<file path="src/rtl/eprom_rd_ctrl.sv">
module eprom_rd_ctrl #(
  parameter int CLK_PERIOD_NS = 8,
  parameter int T_ACC_NS      = 90,
  parameter int T_CE_NS       = 90,
  parameter int T_OE_NS       = 30,
  parameter int T_DF_NS       = 30,
  parameter int AW            = 16,
  parameter int DW            = 16
) (
  input  logic          clk,
  input  logic          rst,
  input  logic          standby,
  input  logic          req_valid,
  output logic          req_ready,
  input  logic [AW-1:0] req_addr,
  output logic          rsp_valid,
  output logic [DW-1:0] rsp_data,
  output logic [AW-1:0] mem_addr,
  output logic          mem_ce_n,
  output logic          mem_oe_n,
  input  logic [DW-1:0] mem_data
);

  function automatic int to_cyc(int ns);
    int c;
    c = (ns + CLK_PERIOD_NS - 1) / CLK_PERIOD_NS;
    return (c < 1) ? 1 : c;
  endfunction

  localparam int ACC_CYC = to_cyc(T_ACC_NS);
  localparam int CE_CYC  = to_cyc(T_CE_NS);
  localparam int OE_CYC  = to_cyc(T_OE_NS);
  localparam int DF_CYC  = to_cyc(T_DF_NS);
  localparam int OE_LAG  = to_cyc(T_ACC_NS - T_OE_NS);
  localparam int S_A     = (ACC_CYC > CE_CYC) ? ACC_CYC : CE_CYC;
  localparam int SAMPLE  = (S_A > OE_LAG + OE_CYC) ? S_A : OE_LAG + OE_CYC;
  localparam int CMAX    = (SAMPLE > DF_CYC) ? SAMPLE : DF_CYC;
  localparam int CW      = $clog2(CMAX + 1);

  typedef enum logic [1:0] {S_IDLE, S_ACC, S_FLT} state_t;

  state_t        state;
  logic [CW-1:0] cnt;

  assign req_ready = (state == S_IDLE) && !standby;

  always_ff @(posedge clk) begin
    if (rst) begin
      state     <= S_IDLE;
      cnt       <= '0;
      mem_addr  <= '0;
      mem_ce_n  <= 1'b1;
      mem_oe_n  <= 1'b1;
      rsp_valid <= 1'b0;
      rsp_data  <= '0;
    end else begin
      rsp_valid <= 1'b0;
      case (state)
        S_IDLE: begin
          if (req_valid && req_ready) begin
            mem_addr <= req_addr;
            mem_ce_n <= 1'b0;
            cnt      <= '0;
            state    <= S_ACC;
          end
        end
        S_ACC: begin
          cnt <= cnt + 1'b1;
          if (cnt == CW'(OE_LAG - 1)) mem_oe_n <= 1'b0;
          if (cnt == CW'(SAMPLE - 1)) begin
            rsp_data  <= mem_data;
            rsp_valid <= 1'b1;
            mem_ce_n  <= 1'b1;
            mem_oe_n  <= 1'b1;
            cnt       <= '0;
            state     <= S_FLT;
          end
        end
        S_FLT: begin
          if (cnt == CW'(DF_CYC - 1)) state <= S_IDLE;
          else                        cnt   <= cnt + 1'b1;
        end
        default: state <= S_IDLE;
      endcase
    end
  end

endmodule


</file>
<file path="config.mk">
export PLATFORM = sky130hd
export DESIGN_NAME = eprom_rd_ctrl
export DESIGN_NICKNAME = d
export VERILOG_FILES = /design/src/rtl/eprom_rd_ctrl.sv
export SDC_FILE = /design/constraint.sdc
export NUM_CORES = 1
export LEC_CHECK = 0
export BUFFER_PORTS_ARGS = -buffer_cell sky130_fd_sc_hd__buf_2
export CAP_MARGIN = 10
export CORE_MARGIN = 5
export CORE_UTILIZATION = 42
export DETAILED_ROUTE_END_ITERATION = 8
export GPL_TIMING_DRIVEN = 0
export PLACE_DENSITY_LB_ADDON = 0.15
export SLEW_MARGIN = 20
export SYNTH_ARGS = -nofsm -noshare
export SYNTH_HDL_FRONTEND = slang
export SYNTH_SLANG_ARGS = --single-unit
</file>
<file path="constraint.sdc">
create_clock -name clk -period 1.62 [get_ports clk]
set_input_delay 0 -clock clk [delete_from_list [all_inputs] [get_ports clk]]
set_output_delay 0 -clock clk [all_outputs]
set_load 0.01 [all_outputs]
</file>
# --- Yosys cells after proc, flatten, opt, wreduce, memory -nomap -nowiden ---
# Cells that the tools add are included.
totals:
  word_cells: 46
  register_bits: 41
  out_inout_bits: 36
classes:
  eq_ne: 9
  bitwise_logic: 1
  add_sub_neg: 1
  reduce_logical: 14
  muxes: 14
op_table:
  columns: ["operator", "count"]
  rows:
  - ["4-bit 2-to-1 mux", 3]
  - ["4-bit case mux with 3 select lines", 1]
  - ["3-bit AND reduction", 3]
  - ["2-bit 2-to-1 mux", 3]
  - ["2-bit inequality test (second input constant)", 3]
  - ["2-bit case mux with 3 select lines", 1]
  - ["2-bit AND reduction", 3]
  - ["1-bit 2-to-1 mux", 5]
  - ["4-bit by 1-bit adder with 4-bit output (second input constant)", 1]
  - ["4-bit by 2-bit == test with 1-bit output (second input constant)", 1]
  - ["4-bit by 3-bit == test with 1-bit output (second input constant)", 1]
  - ["4-bit == test (second input constant)", 1]
  - ["2-bit nonzero test", 2]
  - ["3-bit nonzero test", 1]
  - ["2-bit by 1-bit == test with 1-bit output (second input constant)", 1]
  - ["2-bit == test (second input constant)", 1]
  - ["1-bit logical AND", 2]
  - ["2-bit logical NOT", 1]
  - ["2-bit by 1-bit inequality test with 1-bit output (second input constant)", 1]
  - ["1-bit case mux with 2 select lines", 1]
  - ["2-bit OR reduction", 1]
  - ["1-bit logical NOT", 1]
  - ["1-bit inverter", 1]

# --- Depth between registers and ports, before layout ---
# Gate-level depths: netlist (run 1).
depth:
  word_depth: 5
  depth_mapped: 8

# --- Worst setup path after synthesis (run 1) ---
# Ideal clock, no wire load.
synth_timing:
  kind: "flip-flop to flip-flop"
  startpoint: "reg state[0]"
  endpoint: "reg mem_addr[5]"
  t_required_ps: 1488
  setup_ps: 132
  arrival_ps: 1425
  path_buffers: 2
  setup_slack_ps: 63
  path_stages_with_launch: 9
  cell_sequence: "dfxtp_1 -> inv_1 -> ha_1 -> and2b_1 -> and2_1 -> buf_4 -> buf_6 -> nand2_1 -> a21oi_1"
synth_between:
  elab_chain_len: 4
synth_rtl:
  columns: ["element", "line_no", "source"]
  rows:
  - ["start: declaration", "42", "state_t state;"]
  - ["start signal: assignment", "49", "state <= S_IDLE;"]
  - ["start signal: assignment", "64", "state <= S_ACC;"]
  - ["start signal: assignment", "76", "state <= S_FLT;"]
  - ["2-bit logical NOT", "45", "assign req_ready = (state == S_IDLE) && !standby;"]
  - ["1-bit logical AND", "45", null]
  - ["via req_ready", "14", "output logic req_ready,"]
  - ["1-bit logical AND", "60", "if (req_valid && req_ready) begin"]
  - ["2-bit AND reduction (no source line)", null, null]
  - ["end signal: assignment", "61", "mem_addr <= req_addr;"]
  - ["end: declaration", "18", "output logic [AW-1:0] mem_addr,"]
# The timed path passes the listed nets, and every way through them passes these cells.
# A chain may end at the register's enable or synchronous reset.

# --- Worst setup path after layout (run 1) ---
layout_timing:
  startpoint: "reg state[0]"
  endpoint: "reg cnt[0]"
layout_between:
  elab_chain_len: 5
layout_rtl:
  columns: ["element", "line_no", "source"]
  rows:
  - ["2-bit logical NOT", "45, 58", null]
  - ["1-bit logical AND", "45", null]
  - ["1-bit logical AND", "60", null]
  - ["2-bit by 1-bit inequality test with 1-bit output (no source line)", null, null]
  - ["3-bit AND reduction (no source line)", null, null]
  - ["end signal: assignment", "68", "cnt <= cnt + 1'b1;"]
  - ["end signal: assignment", "81", "else cnt <= cnt + 1'b1;"]
  - ["end: declaration", "43", "logic [CW-1:0] cnt;"]
# Several ways; a longest one is shown, not always the timed one.

==> results of run 1 <==
## per-layer routing
layer	part of all wire (%)	GRT usage, %
met1	42	20.4
met2	48	29.6
met3	7.0	5.34
met4	2.8	9.46
met5	0	0
## power groups by stage
stage	combinational, mW	sequential (mW)	clock (mW)
2_1_floorplan	0.359	1.15	0
3_3_place_gp	0.553	1.14	0
3_5_place_dp	0.552	1.14	0
4_1_cts	0.624	1.12	0.679
5_1_grt	0.768	1.15	0.719
6_report	0.693	1.14	0.656
## flip-flops by register name (all words and copies together) (netlist names)
name       count
rsp_valid      1
mem_ce_n       1
mem_addr      16
state          2
cnt            4
rsp_data      16
mem_oe_n       1
## final timing paths
check / startpoint / end / slack [ns] / cells past startpoint
max: state[0] / cnt[0] / 0.10 / 6
min: rst / state[1] / 0.08 / 3
max reg2reg: state[0] / cnt[0] / 0.10 / 6
min reg2reg: mem_addr[2] / mem_addr[2] / 0.45 / 2
## repair_timing
action                                  in CTS  in global routing
setup buffers                                0                  1
endpoints found under the setup margin      22                 29
pin swaps                                    0                  1
hold buffers                                32                  0
hold endpoints to repair                    32                  0
resized for setup                            5                 15
## synth_stat cells (all sizes together)
| cell type | instances |
|---|---|
| nand2 | 68 |
| dfxtp | 41 |
| a21oi | 35 |
| buf | 12 |
| nand2b | 7 |
| ha | 6 |
| nor2 | 4 |
| o21ai | 4 |
| nand3 | 3 |
| inv | 2 |
| mux2i | 2 |
| nor3 | 2 |
| o2bb2ai | 2 |
| or2 | 2 |
| a211oi | 1 |
| a221oi | 1 |
| a31oi | 1 |
| a32o | 1 |
| and2 | 1 |
| and2b | 1 |
| and4bb | 1 |
| nor2b | 1 |
| nor3b | 1 |
| o21a | 1 |
| o22ai | 1 |
| or2b | 1 |
| or3b | 1 |
## critical path: stages, from the launching register on
cell	delay, ns
dfxtp_4	0.37
inv_2	0.11
ha_4	0.17
and4bb_2	0.27
nor3_4	0.25
nand2_1	0.11
o22ai_1	0.16
## kinds of logic (layout without fill, tap and decap cells)
| logic type | count (synthesis) | count (layout) | share of synthesized area, % |
|---|---|---|---|
| AO/OA/AOI/OAI | 47 | 47 | 16.3 |
| multiplexers | 2 | 2 | 1.17 |
| adder cells (fa/ha/maj) | 6 | 6 | 4.40 |
| flip-flops | 41 | 41 | 48.1 |
| other | 0 | 2 | 0 |
| AND/OR/NAND/NOR | 93 | 93 | 24.7 |
| buffers and inverters | 14 | 125 | 5.35 |
## layout make-up
cell class | count | area (sq um)
repair buffers | 103 | 678
clock inverters | 3 | 17.5
clock buffers | 5 | 68.8
plain buffers | 12 | 86.3
diodes | 2 | 5.00
fillers | 358 | 1360
multi-input cells | 148 | 857
flip-flops and latches | 41 | 830
well taps | 50 | 62.6
inverters | 2 | 10.0
==> out/qor.yml, run 1 <==
maxCapViolations: 0
place_ws_ns: -0.109
groute.usage.overall_pct: 17.8
cp.arrival_ns: 1.74
p_per_area_nw_per_um2: 951
overflow: 0
skew_ns: 0.00789
final_cell_mix: "buf_2 (73), nand2_1 (67), dfxtp_1 (38)"
clock.fmax_mhz: 658
worst-slew-pin-transition_ns: 0.477
setup_viol: 0
p_leak_nw: 1.11
insertion_delay_ns: 0.30
ys_seq_elements: 41
clockBufferDepth: 2
whs_ns: 0.0831
cts-buffers-inserted: 5
yosys.area.top_type: "dfxtp_1"
grt_max_degree: 14
routed_wirelength_microns: 4760
fp.dieW_microns: 73.7
rows: 23
dieArea_sq_um: 5440
crit_path_end_kind: "flip-flop"
finalPower_mw: 2.49
p_sw_share_pct: 30.5
vias: 1769
place_hpwl_microns: 3070
crit_type: "reg -> reg"
placed_cells: 323
drc_errors: 0
final_nets: 355
layout_commonest_cell: "buf_2"
instances_no_fill: 366
vdd_drop_max_v: 0.000730
yosysTopAreaCellShare_pct: 48.1
h-tree-depth: 2
io_pins: 72
cp_max_fo: 4
coreArea_sq_um: 3970
initial_core_util_pct: 43.0
netlist_area_sq_um: 1710
chipHeight_microns: 73.7
ys_types: 33
postLayoutCellArea_sq_um: 2620
yosysWarnings: 0
p_int_mw: 1.73
place.gp.congestion: 0.709
wl_per_cell_microns: 13.0
drt_iter0_drc: 51
areaGrowthSynthToFinish_pct: 53.2
drive_gt1_share_pct: 33.4
finalSetupTns_ns: 0
io_buffer_count: 70
syn-instance-count: 203
timing.final.crit_share_pct: 93.8
clk_pin_slew_worst_paths_ns: 0.08
finalMaxSlewViolations: 0
synth_area_leaders: "dfxtp_1 (48%), nand2_1 (15%), a21oi_1 (10%), ha_1 (4.4%), buf_6 (2.6%)"
worst_slack_ns: 0.100
status: "finished clean"
hold_violations: 0
via_per_inst: 4.83
start_kind: "flip-flop"
fin_crit_ns: 1.52
p_comb_share_pct: 27.9
ant_nets: 0
clkPwrFrac_pct: 26.4
drt_first_pass_iters: 4
cts_root_buf: "clkbuf_8"
seqPwrFrac_pct: 45.8
grt_pass1_vias: 1686
dpl_cell_area_sq_um: 2120
synth.net_count: 245
antenna_found_initial: 0
clock_sinks: 41
maxSlewHeadroom_pct: 68.2
required_ns: 1.85
cts_tree: "built"
final_util_pct: 65.8
power.switching_uw: 759
avgSynthCellArea_sq_um: 8.41
ys_seq_area_share_pct: 48.1
grt_pass1_wl_microns: 7470
hp-class: "in -> reg"
(Power assumes the default switching activity.)
==> run 2: changes to the inputs <==
- CORE_MARGIN: 5 -> 1.5
==> run 2 against run 1 <==
  * Wire length fell by 10%
  * Clock-buffer cell count is 1 higher
  * Clock power up 3.8%
  * Fmax fell by 1.8%
  * Sequential cell count unchanged
  * Core utilization rose by 3.9 points
==> out/qor.yml, run 2 (synthesized netlist as in run 1, its figures left out) <==
cp_max_fo: 10  # +6
place.gp.congestion: 0.736  # +3.9%
clock.fmax_mhz: 646  # -1.8%
fin_crit_ns: 1.55  # +0.0274 ns
cts_root_buf: "clkbuf_8"
rows: 22  # -4.3%
drt_first_pass_iters: 4  # unchanged
via_per_inst: 4.69  # -3.0%
grt_pass1_wl_microns: 6910  # -7.5%
drive_gt1_share_pct: 34.1  # +0.64 points
cts-buffers-inserted: 5  # unchanged
skew_ns: 0.00535  # -0.00254 ns
p_sw_share_pct: 29.5  # -1.0 points
regArea_sq_um: 831  # +0.15%
critical_path.top_delay_family: "buffers and inverters"
cts_tree: "built"
hp-class: "in -> reg"
wl_per_cell_microns: 11.8  # -9.2%
vias: 1702  # -3.8%
finalPower_mw: 2.53  # +1.6%
clk_pin_slew_worst_paths_ns: 0.08  # about the same
timing.final.crit_share_pct: 95.5  # +1.7 points
min-delay-start: "rst"
cp.arrival_ns: 1.71  # -0.03 ns
finalMaxSlewViolations: 0  # unchanged
ant_nets: 0  # unchanged
groute.usage.overall_pct: 20.4  # +2.6 points
grt_pass1_vias: 1627  # -3.5%
clock_sinks: 41  # unchanged
path_buf_inv: 3  # +2
p_comb_share_pct: 28.0  # about the same
met3_length_microns: 219  # -34%
p_int_mw: 1.78  # +3.1%
chipHeight_microns: 66.7  # -9.5%
dieArea_sq_um: 4450  # -18%
reg_top3: "mem_addr (16), rsp_data (16), cnt (4)"
clkPwrFrac_pct: 27.0  # +0.6 points
power.switching_uw: 745  # -1.8%
final_util_pct: 69.7  # +3.9 points
place_hpwl_microns: 2650  # -14%
final_nets: 356  # +0.28%
insertion_delay_ns: 0.30  # about the same
grt_max_degree: 13  # -1
routed_wirelength_microns: 4290  # -10%
wl_met2_microns: 2050  # -10%
p_leak_nw: 1.11  # +0.50%
required_ns: 1.78  # -0.07 ns
worst-slew-pin-transition_ns: 0.462  # -0.0156 ns
drc_errors: 0  # unchanged
vdd_drop_max_v: 0.000612  # -16%
n_fill_cell: 323  # -9.8%
initial_core_util_pct: 45.3  # +2.3 points
placed_cells: 321  # -0.62%
final_cell_mix: "buf_2 (73), nand2_1 (67), dfxtp_1 (37)"
io_buffer_count: 70  # unchanged
areaGrowthSynthToFinish_pct: 54.1
instances_no_fill: 363  # -0.82%
setup_viol: 0  # unchanged
crit_type: "reg -> reg"
status: "finished clean"
maxSlewHeadroom_pct: 69.2  # +1.0 points
hold_violations: 0  # unchanged
cpPeakStageDelay_ns: 0.37  # about the same
coreArea_sq_um: 3770  # -5.0%
crit_path_end_kind: "flip-flop"
overflow: 0  # unchanged
layout_commonest_cell: "buf_2"
drt_iter0_drc: 101  # +98%
seqPwrFrac_pct: 45.1  # -0.7 points
io_pins: 72  # unchanged
slowest_stage: "dfxtp_4"
multi_input_area_sq_um: 858  # +0.15%
p_per_area_nw_per_um2: 961  # +1.0%
cp-startpoint: "state[1]"
clockBufferDepth: 2  # unchanged
antenna_found_initial: 0  # unchanged
cp_cell_sequence: "inv_4, ha_4, nand3_2, or2_1, buf_2, buf_6, nand2_1, a21oi_1"
h-tree-depth: 2  # unchanged
wirelength_met1_microns: 1940  # -3.4%
fp.dieW_microns: 66.7  # -9.5%
start_kind: "flip-flop"
top_layer: "met4"
r2r_start: "state[1]"
maxCapViolations: 0  # unchanged
run 2: cell types whose count changed in the layout (fill, tap and decap cells not counted), sizes merged:
| cell | previous run | this run |
|---|---|---|
| diode | 2 | 1 |
| clkbuf | 5 | 6 |
| buf | 83 | 84 |
| clkinv | 2 | 0 |
run 2: power groups by stage:
stage / Combinational [mW] / Clock [mW] / Sequential (mW)
final: 0.707 / 0.681 / 1.14
after global routing: 0.787 / 0.737 / 1.15
after CTS: 0.633 / 0.700 / 1.12
after detailed placement: 0.546 / 0 / 1.14
after global placement: 0.541 / 0 / 1.13
after floorplan: 0.359 / 0 / 1.15
run 2: worst reg2reg max path: stages (launching register included):
cell and delay [ns]:
dfxtp_4 0.37, inv_4 0.08, ha_4 0.18, nand3_2 0.10, or2_1 0.22, buf_2 0.17
buf_6 0.15, nand2_1 0.07, a21oi_1 0.07
run 2: metal layers:
layer,track usage (%),vias to the layer above
met1,23.7,746
met2,35.5,52
li1,-,896
met4,9.95,0
met3,4.22,8
met5,0,-
run 2: stage by stage:
stage	setup TNS, ns	setup slack [ns]	area (sq um)	hold WS, ns
after CTS	0	0.00855	2550	0.0990
after floorplan	0	0.0628	1710	0.136
after global routing	-0.0363	-0.0148	2630	0.118
final	0	0.0731	2630	0.0945
after detailed placement	-1.25	-0.127	2120	0.246
after global placement	-0.891	-0.0817	2120	0.243
run 2: layout make-up:
cell class,instances,area share [%]
Multi-Input combinational cell,148,32.6
Sequential cell,41,31.6
Timing Repair Buffer,104,26.1
Buffer,12,3.43
Clock buffer,6,3.14
Tap cell,48,2.28
Inverter,2,0.476
Clock inverter,1,0.285
Antenna cell,1,0.0951
run 2: final timing paths:
kind                            depth (start not counted)  slack (ns)           end
worst max-delay path                                    8        0.07  rsp_data[11]
worst min-delay path                                    3        0.09        cnt[1]
worst max register to register                          8        0.07  rsp_data[11]
worst min register to register                          2        0.45  rsp_data[10]
run 2: repair_timing:
item,in CTS,in global routing
setup endpoints to repair,20,26
endpoints found under the hold margin,32,0
gates resized for setup,7,18
buffers inserted,0,2
gates cloned,0,0
pin swaps,0,1
hold buffers,32,0
